**src/rtl/spec_req_pkg.sv**
```systemverilog
package spec_req_pkg;

  typedef enum logic [1:0] {
    ST_IDLE,
    ST_SPEC,
    ST_GAP,
    ST_FIX
  } fsmState_e;

  typedef enum logic [1:0] {
    SEL_NONE,
    SEL_PRED,
    SEL_DEC
  } reqSel_e;

  // strobes from control to datapath
  typedef struct packed {
    logic    accept;
    logic    captureDec;
    logic    hit;
    logic    miss;
    logic    proceed;
    reqSel_e sel;
  } ctrlStrobe_t;

  // status from datapath to control
  typedef struct packed {
    logic predMatch;
    logic grantPred;
    logic grantDec;
  } dpStatus_t;

endpackage

```
**src/rtl/spec_req_ctrl.sv**
```systemverilog
module spec_req_ctrl
  import spec_req_pkg::*;
(
  input  logic        clk,
  input  logic        rst_n,
  input  logic        reqValid,
  input  logic        decodeDone,
  input  dpStatus_t   status,
  output ctrlStrobe_t strb,
  output logic        reqReady
);

  fsmState_e state, nextState;
  logic decKnownQ, grantedQ;
  logic decNow, grantNow;

  assign decNow   = decKnownQ | decodeDone;
  assign grantNow = grantedQ | status.grantPred;

  always_comb begin
    strb.accept     = 1'b0;
    strb.captureDec = 1'b0;
    strb.hit        = 1'b0;
    strb.miss       = 1'b0;
    strb.proceed    = 1'b0;
    strb.sel        = SEL_NONE;
    nextState       = state;
    reqReady        = (state == ST_IDLE);
    case (state)
      ST_IDLE: begin
        if (reqValid) begin
          strb.accept = 1'b1;
          nextState   = ST_SPEC;
        end
      end
      ST_SPEC: begin
        strb.sel        = SEL_PRED;
        strb.captureDec = decodeDone;
        if (decNow && !status.predMatch) begin
          strb.miss = 1'b1;
          nextState = ST_GAP;
        end else if (decNow && grantNow) begin
          strb.hit     = 1'b1;
          strb.proceed = 1'b1;
          nextState    = ST_IDLE;
        end
      end
      ST_GAP: begin
        nextState = ST_FIX;
      end
      ST_FIX: begin
        strb.sel = SEL_DEC;
        if (status.grantDec) begin
          strb.proceed = 1'b1;
          nextState    = ST_IDLE;
        end
      end
      default: nextState = ST_IDLE;
    endcase
  end

  always_ff @(posedge clk) begin
    if (!rst_n) begin
      state     <= ST_IDLE;
      decKnownQ <= 1'b0;
      grantedQ  <= 1'b0;
    end else begin
      state <= nextState;
      if (strb.accept) begin
        decKnownQ <= 1'b0;
        grantedQ  <= 1'b0;
      end else if (state == ST_SPEC) begin
        if (decodeDone)       decKnownQ <= 1'b1;
        if (status.grantPred) grantedQ  <= 1'b1;
      end
    end
  end

  // once a request is taken, the block stays busy for the next cycle
  assert_busy_after_accept_R10: assert property (@(posedge clk) disable iff (!rst_n)
    (reqReady && reqValid) |=> !reqReady);

endmodule

```
**src/rtl/spec_req_dp.sv**
```systemverilog
module spec_req_dp
  import spec_req_pkg::*;
#(
  parameter int NUM_TGT = 4,
  parameter int ADDR_W  = 16,
  parameter int CNT_W   = 16,
  localparam int TGT_W  = (NUM_TGT > 1) ? $clog2(NUM_TGT) : 1
) (
  input  logic               clk,
  input  logic               rst_n,
  input  ctrlStrobe_t        strb,
  input  logic [ADDR_W-1:0]  reqAddr,
  input  logic               decodeDone,
  input  logic [TGT_W-1:0]   decodeTarget,
  input  logic [NUM_TGT-1:0] grantVec,
  output dpStatus_t          status,
  output logic               decStart,
  output logic [ADDR_W-1:0]  decAddr,
  output logic [NUM_TGT-1:0] busReq,
  output logic               proceed,
  output logic [TGT_W-1:0]   proceedTarget,
  output logic [CNT_W-1:0]   hitCount,
  output logic [CNT_W-1:0]   missCount
);

  logic [ADDR_W-1:0] addrQ;
  logic              decStartQ;
  logic [TGT_W-1:0]  predQ, decQ, curDecTgt, reqTgt, procTgtQ;
  logic              procQ;
  logic [CNT_W-1:0]  hitQ, missQ;

  assign curDecTgt = decodeDone ? decodeTarget : decQ;
  assign reqTgt    = (strb.sel == SEL_DEC) ? decQ : predQ;

  generate
    for (genvar t = 0; t < NUM_TGT; t++) begin : g_req
      assign busReq[t] = (strb.sel != SEL_NONE) && (reqTgt == TGT_W'(t));
    end
  endgenerate

  assign status.predMatch = (curDecTgt == predQ);
  assign status.grantPred = grantVec[predQ];
  assign status.grantDec  = grantVec[decQ];

  always_ff @(posedge clk) begin
    if (!rst_n) begin
      addrQ     <= '0;
      decStartQ <= 1'b0;
      predQ     <= '0;
      decQ      <= '0;
      procQ     <= 1'b0;
      procTgtQ  <= '0;
      hitQ      <= '0;
      missQ     <= '0;
    end else begin
      decStartQ <= strb.accept;
      procQ     <= strb.proceed;
      if (strb.accept)     addrQ <= reqAddr;
      if (strb.captureDec) decQ  <= decodeTarget;
      if (strb.proceed) begin
        procTgtQ <= curDecTgt;
        predQ    <= curDecTgt;
      end
      if (strb.hit)  hitQ  <= hitQ + CNT_W'(1);
      if (strb.miss) missQ <= missQ + CNT_W'(1);
    end
  end

  assign decStart      = decStartQ;
  assign decAddr       = addrQ;
  assign proceed       = procQ;
  assign proceedTarget = procTgtQ;
  assign hitCount      = hitQ;
  assign missCount     = missQ;

  // never more than one target requested
  assert_one_req_R3: assert property (@(posedge clk) disable iff (!rst_n)
    $onehot0(busReq));

  // no direct hop from one target's line to another's
  assert_no_direct_switch_R6: assert property (@(posedge clk) disable iff (!rst_n)
    ((|$past(busReq)) && (|busReq)) |-> (busReq == $past(busReq)));

  // proceed lasts one cycle
  assert_proceed_pulse_R7: assert property (@(posedge clk) disable iff (!rst_n)
    proceed |=> !proceed);

  // hit count moves only with a proceed pulse
  assert_hit_with_proceed_R9: assert property (@(posedge clk) disable iff (!rst_n)
    (hitCount != $past(hitCount)) |-> proceed);

  // mispredict count moves as the request lines are released
  assert_miss_releases_R5: assert property (@(posedge clk) disable iff (!rst_n)
    (missCount != $past(missCount)) |-> (busReq == '0));

  // an ungranted request with no decode result is held
  assert_req_hold_R11: assert property (@(posedge clk) disable iff (!rst_n)
    ((|busReq) && !(|(busReq & grantVec)) && !decodeDone) |=> (busReq == $past(busReq)));

endmodule

```
**src/rtl/spec_req_front.sv**
```systemverilog
module spec_req_front
  import spec_req_pkg::*;
#(
  parameter int NUM_TGT = 4,
  parameter int ADDR_W  = 16,
  parameter int CNT_W   = 16,
  localparam int TGT_W  = (NUM_TGT > 1) ? $clog2(NUM_TGT) : 1
) (
  input  logic               clk,
  input  logic               rst_n,
  input  logic               reqValid,
  input  logic [ADDR_W-1:0]  reqAddr,
  output logic               reqReady,
  output logic               decStart,
  output logic [ADDR_W-1:0]  decAddr,
  input  logic               decodeDone,
  input  logic [TGT_W-1:0]   decodeTarget,
  input  logic [NUM_TGT-1:0] grantVec,
  output logic [NUM_TGT-1:0] busReq,
  output logic               proceed,
  output logic [TGT_W-1:0]   proceedTarget,
  output logic [CNT_W-1:0]   hitCount,
  output logic [CNT_W-1:0]   missCount
);

  ctrlStrobe_t strb;
  dpStatus_t   status;

  spec_req_ctrl u_ctrl (
    .clk        (clk),
    .rst_n      (rst_n),
    .reqValid   (reqValid),
    .decodeDone (decodeDone),
    .status     (status),
    .strb       (strb),
    .reqReady   (reqReady)
  );

  spec_req_dp #(
    .NUM_TGT (NUM_TGT),
    .ADDR_W  (ADDR_W),
    .CNT_W   (CNT_W)
  ) u_dp (
    .clk           (clk),
    .rst_n         (rst_n),
    .strb          (strb),
    .reqAddr       (reqAddr),
    .decodeDone    (decodeDone),
    .decodeTarget  (decodeTarget),
    .grantVec      (grantVec),
    .status        (status),
    .decStart      (decStart),
    .decAddr       (decAddr),
    .busReq        (busReq),
    .proceed       (proceed),
    .proceedTarget (proceedTarget),
    .hitCount      (hitCount),
    .missCount     (missCount)
  );

endmodule

```
**config.mk**
```make
export PLATFORM = sky130hd
export DESIGN_NAME = spec_req_front
export DESIGN_NICKNAME = d
export VERILOG_FILES = /design/src/rtl/spec_req_pkg.sv /design/src/rtl/spec_req_ctrl.sv /design/src/rtl/spec_req_dp.sv /design/src/rtl/spec_req_front.sv
export SDC_FILE = /design/constraint.sdc
export NUM_CORES = 1
export LEC_CHECK = 0
export BUFFER_PORTS_ARGS = -buffer_cell sky130_fd_sc_hd__buf_2
export CORE_UTILIZATION = 50
export CTS_CLUSTER_SIZE = 30
export DETAILED_ROUTE_END_ITERATION = 8
export PLACE_DENSITY = 0.84
export SETUP_SLACK_MARGIN = 0.05
export SLEW_MARGIN = 30
export SYNTH_ARGS = -nofsm -noshare
export SYNTH_HDL_FRONTEND = slang
export SYNTH_SLANG_ARGS = --single-unit
```
**constraint.sdc**
```tcl
create_clock -name clk -period 2.6 [get_ports clk]
set_clock_uncertainty 0.15 [all_clocks]
set_input_delay 0.26 -clock clk [delete_from_list [all_inputs] [get_ports clk]]
set_output_delay 0.26 -clock clk [all_outputs]
set_load 0.005 [all_outputs]
```
==> Implementation_results.wiki <==
{| class="wikitable"
! Metric !! Value
|-
| Root cell of the clock tree || sky130_fd_sc_hd__clkbuf_8
|-
| Data arrival time of the critical path || 2.47 ns
|-
| Worst Setup End Kind || flop
|-
| Number of fill cells in the layout || 384
|-
| Count of final setup violators || 0
|-
| Worst skew pair latency || 0.33 ns
|-
| Worst Slack Setup Final || 0.2456 ns
|-
| Global routing met1 resource utilization || 28.71%
|-
| Total count of hold-check failures in the final report || 0
|-
| Number of vias after detailed routing || 2599
|-
| Dominant cells by area after synthesis || sky130_fd_sc_hd__dfxtp_1 (45%), sky130_fd_sc_hd__a22o_1 (5.8%), sky130_fd_sc_hd__a21oi_1 (5.2%), sky130_fd_sc_hd__or4_1 (3.2%), sky130_fd_sc_hd__mux2i_1 (3.1%)
|-
| Clk slew on worst S/H paths || 0.06 ns
|-
| Synth Instances || 286
|-
| Die Area || 5466 um^2
|-
| CTS Buf Count || 9
|-
| Post-route core utilization || 70.58%
|-
| Maximum level of the CTS H-tree || 3
|-
| Post-synthesis xor/xnor area fraction || 3.385%
|-
| Worst-case clock buffer depth || 2
|-
| Biggest area consumer among synthesized cells || sky130_fd_sc_hd__dfxtp_1
|-
| Row count || 25
|-
| Critical-path maximum fanout || 7
|-
| Flop and latch count out of synthesis || 58
|-
| Share of post-route cells with drive strength above 1 || 29.59%
|-
| Final critical path time including I/O delays and setup || 2.354 ns
|-
| Commonest cells after routing, fill and taps aside || sky130_fd_sc_hd__buf_2 (82), sky130_fd_sc_hd__dfxtp_1 (58), sky130_fd_sc_hd__a21oi_1 (26), sky130_fd_sc_hd__nor2_1 (20)
|-
| Most Used Layer, Global Route || met2
|-
| Final layout net count || 415
|-
| Global-route usage over all layers || 25.30%
|-
| Synthesized area per cell || 9.047 um^2
|-
| Main combinational cell family by area after synthesis || simple AND/OR/NAND/NOR gates
|-
| Count of yosys warnings during synthesis || 0
|-
| Worst setup path class || reg2reg
|-
| CTS Sinks || 58
|-
| Initial antenna violation count || 0
|-
| Logic depth of the worst register-to-register path || 6
|-
| Number of global-route vias before repair || 2321
|-
| Largest net degree at the start of global routing || 37
|-
| Unique masters post-synth || 46
|-
| Diode count || 0
|-
| HPWL after DPL || 4323 um
|-
| Worst hold path depth || 3
|-
| Synthesized-area fraction occupied by and/or/nand/nor cells || 21.86%
|-
| IO Port Bufs || 82
|-
| Data required, critical path || 2.71 ns
|-
| Met2 track utilization from global routing || 43.43%
|-
| Status || finished, final reports clean
|-
| Synthesized netlist net count || 314
|-
| CTS tree || yes
|-
| Synth Cell Area || 2587 um^2
|-
| Number of nets with antenna violations after routing || 0
|-
| Number of top-level pins || 83
|-
| Fraction of synthesized area in multiplexers || 3.965%
|-
| Fmax || 424.7 MHz
|-
| Worst rel slew slack || 50.57%
|-
| Core area || 4848 um^2
|-
| Final Max Slew Viols || 0
|-
| Wire length of the first global-routing pass || 10480 um
|-
| Crit Reg-Reg Startpoint || u_dp.decQ[0]$_SDFFE_PN0P_
|-
| Hold path startpoint || decodeTarget[0]
|-
| Pre-CTS WS || 0.2634 ns
|-
| Chip width || 73.94 um
|-
| DRC violations left || 0
|-
| Share of flip-flops with an asynchronous set or reset after synthesis || 0%
|-
| Worst Hold Class || in2reg
|-
| Final Power || 1.901 mW
|-
| Total congestion overflow after global routing || 0
|-
| Cell leakage power || 1.446 nW
|-
| Arithmetic-cell share of the synthesized area counting full adders, half adders and majority gates || 0.9671%
|-
| Crit Reg-Reg Endpoint || u_dp.hitCount[8]$_SDFFE_PN0P_
|-
| Prevailing post-synth register cell || sky130_fd_sc_hd__dfxtp_1
|-
| RePlAce Congestion || 0.8773
|-
| Post-synth EDFFs || 0
|-
| Most frequent standard cell in the layout excluding fill and tap cells || sky130_fd_sc_hd__buf_2
|-
| Area growth from synthesis to layout || 32.25%
|-
| Part of the Yosys area used for sequential elements || 44.87%
|-
| First-pass detailed-route iteration total || 4
|-
| RSZ-0062 raised after global routing || false
|-
| Destination of the worst hold path || u_dp.decQ[0]$_SDFFE_PN0P_
|-
| Internal reg-to-reg setup slack || 0.25 ns
|-
| Worst vdd rail ir drop || 395.3 uV
|-
| Nature of the critical path startpoint || flop
|-
| Top-area cell type share of the netlist area || 44.87%
|-
| Met3 Use GR || 8.672%
|-
| Detail-routed via count per cell || 5.662
|-
| Die height || 73.94 um
|-
| WL/cell || 14.47 um
|-
| Worst-margin pin slew || 0.7414 ns
|-
| Initial standard-cell utilization of the core || 53.37%
|-
| Final worst hold slack || 0.02799 ns
|-
| Final TNS setup || 0 ns
|-
| Compound-gate portion of the synthesized area || 20.99%
|-
| Final critical-path share of the clock period || 90.55%
|-
| Pwr per Cell Area || 555.6 nW/um^2
|-
| Number of violations of the max-capacitance limit || 0
|-
| Post-detailed-routing wire length || 6640 um
|-
| Iteration-0 DRC Markers || 119
|}
[critical path, stage by stage (launching register included)]
cell	delay (ns)
sky130_fd_sc_hd__dfxtp_1	0.37
sky130_fd_sc_hd__mux2i_1	0.38
sky130_fd_sc_hd__xor2_1	0.35
sky130_fd_sc_hd__nand4_1	0.32
sky130_fd_sc_hd__buf_4	0.26
sky130_fd_sc_hd__or3_1	0.31
sky130_fd_sc_hd__a21oi_1	0.14
[cell usage after synthesis, types with 3 or more instances]
| master | n |
|---|---|
| sky130_fd_sc_hd__dfxtp_1 | 58 |
| sky130_fd_sc_hd__a21oi_1 | 27 |
| sky130_fd_sc_hd__nor2_1 | 20 |
| sky130_fd_sc_hd__a22o_1 | 17 |
| sky130_fd_sc_hd__nand2_1 | 17 |
| sky130_fd_sc_hd__clkbuf_1 | 13 |
| sky130_fd_sc_hd__o21ai_0 | 13 |
| sky130_fd_sc_hd__or4_1 | 11 |
| sky130_fd_sc_hd__o31ai_1 | 10 |
| sky130_fd_sc_hd__nand3_1 | 9 |
| sky130_fd_sc_hd__or3_1 | 9 |
| sky130_fd_sc_hd__inv_1 | 8 |
| sky130_fd_sc_hd__mux2i_1 | 8 |
| sky130_fd_sc_hd__nor2b_1 | 6 |
| sky130_fd_sc_hd__xnor2_1 | 6 |
| sky130_fd_sc_hd__nand4_1 | 5 |
| sky130_fd_sc_hd__xor2_1 | 4 |
| sky130_fd_sc_hd__nor3_1 | 3 |
| sky130_fd_sc_hd__o21a_1 | 3 |
[what timing repair did]
item,in CTS,in global routing
buffers inserted,0,0
endpoints found under the hold margin,16,0
resized for setup,0,0
setup endpoints to repair,0,0
hold buffers,16,0
[per-layer routing]
metal	vias up	routed length, um
met5	-	0
met1	1226	2735
met4	0	163
li1	1266	-
met2	88	3326
met3	19	414
[layout make-up]
class	instances	area [um^2]	area share, %
Inverter	9	33.78	0.9872
Clock inverter	6	57.56	1.682
Tap cell	67	83.83	2.450
Multi-Input combinational cell	203	1328	38.79
Sequential cell	58	1161	33.93
Timing Repair Buffer	106	630.6	18.43
Clock buffer	10	127.6	3.729
[kinds of logic (layout without fill, tap and decap cells)]
kind of cell | count (synthesis) | in the layout
adders and majority gates | 2 | 2
buffers and inverters | 25 | 131
and+or+nand+nor | 100 | 100
muxes | 9 | 9
xor gates and xnor gates | 10 | 10
DFF | 58 | 58
AOI/OAI and AO/OA | 82 | 82
[stage by stage]
step                cells  area, um^2
floorplan             286        2587
global route          459        3422
finish                459        3422
detailed placement    427        3077
CTS                   459        3422
global placement      427        3073
[report_power, final]
part	leakage, nW	switching [mW]	internal (mW)
Sequential	0.471	0.0227	0.917
Combinational	0.879	0.0914	0.0881
Clock	0.0958	0.347	0.435
Total	1.45	0.461	1.44
[how the worst max path moves through the flow]
stage	end	startpoint	slack, ns
after floorplan	u_dp.hitCount[15]$_SDFFE_PN0P_	u_dp.hitCount[3]$_SDFFE_PN0P_	0.43
after global placement	u_dp.hitCount[4]$_SDFFE_PN0P_	decodeDone	0.37
after detailed placement	u_dp.hitCount[6]$_SDFFE_PN0P_	decodeDone	0.26
after CTS	u_dp.hitCount[15]$_SDFFE_PN0P_	u_dp.hitCount[3]$_SDFFE_PN0P_	0.26
after global routing	u_dp.hitCount[6]$_SDFFE_PN0P_	u_dp.decQ[0]$_SDFFE_PN0P_	0.1
final	u_dp.hitCount[8]$_SDFFE_PN0P_	u_dp.decQ[0]$_SDFFE_PN0P_	0.25
[registers in the layout (all words and copies together), names as in the netlist, named ones only]
signal and flops:
u_ctrl.decKnownQ 1, u_ctrl.grantedQ 1, u_ctrl.state 1, u_dp.decAddr 16
u_dp.decQ 2, u_dp.decStart 1, u_dp.hitCount 16, u_dp.missCount 16
u_dp.predQ 2, u_dp.proceed 1
Note: power is estimated with default switching activity, not from simulation.
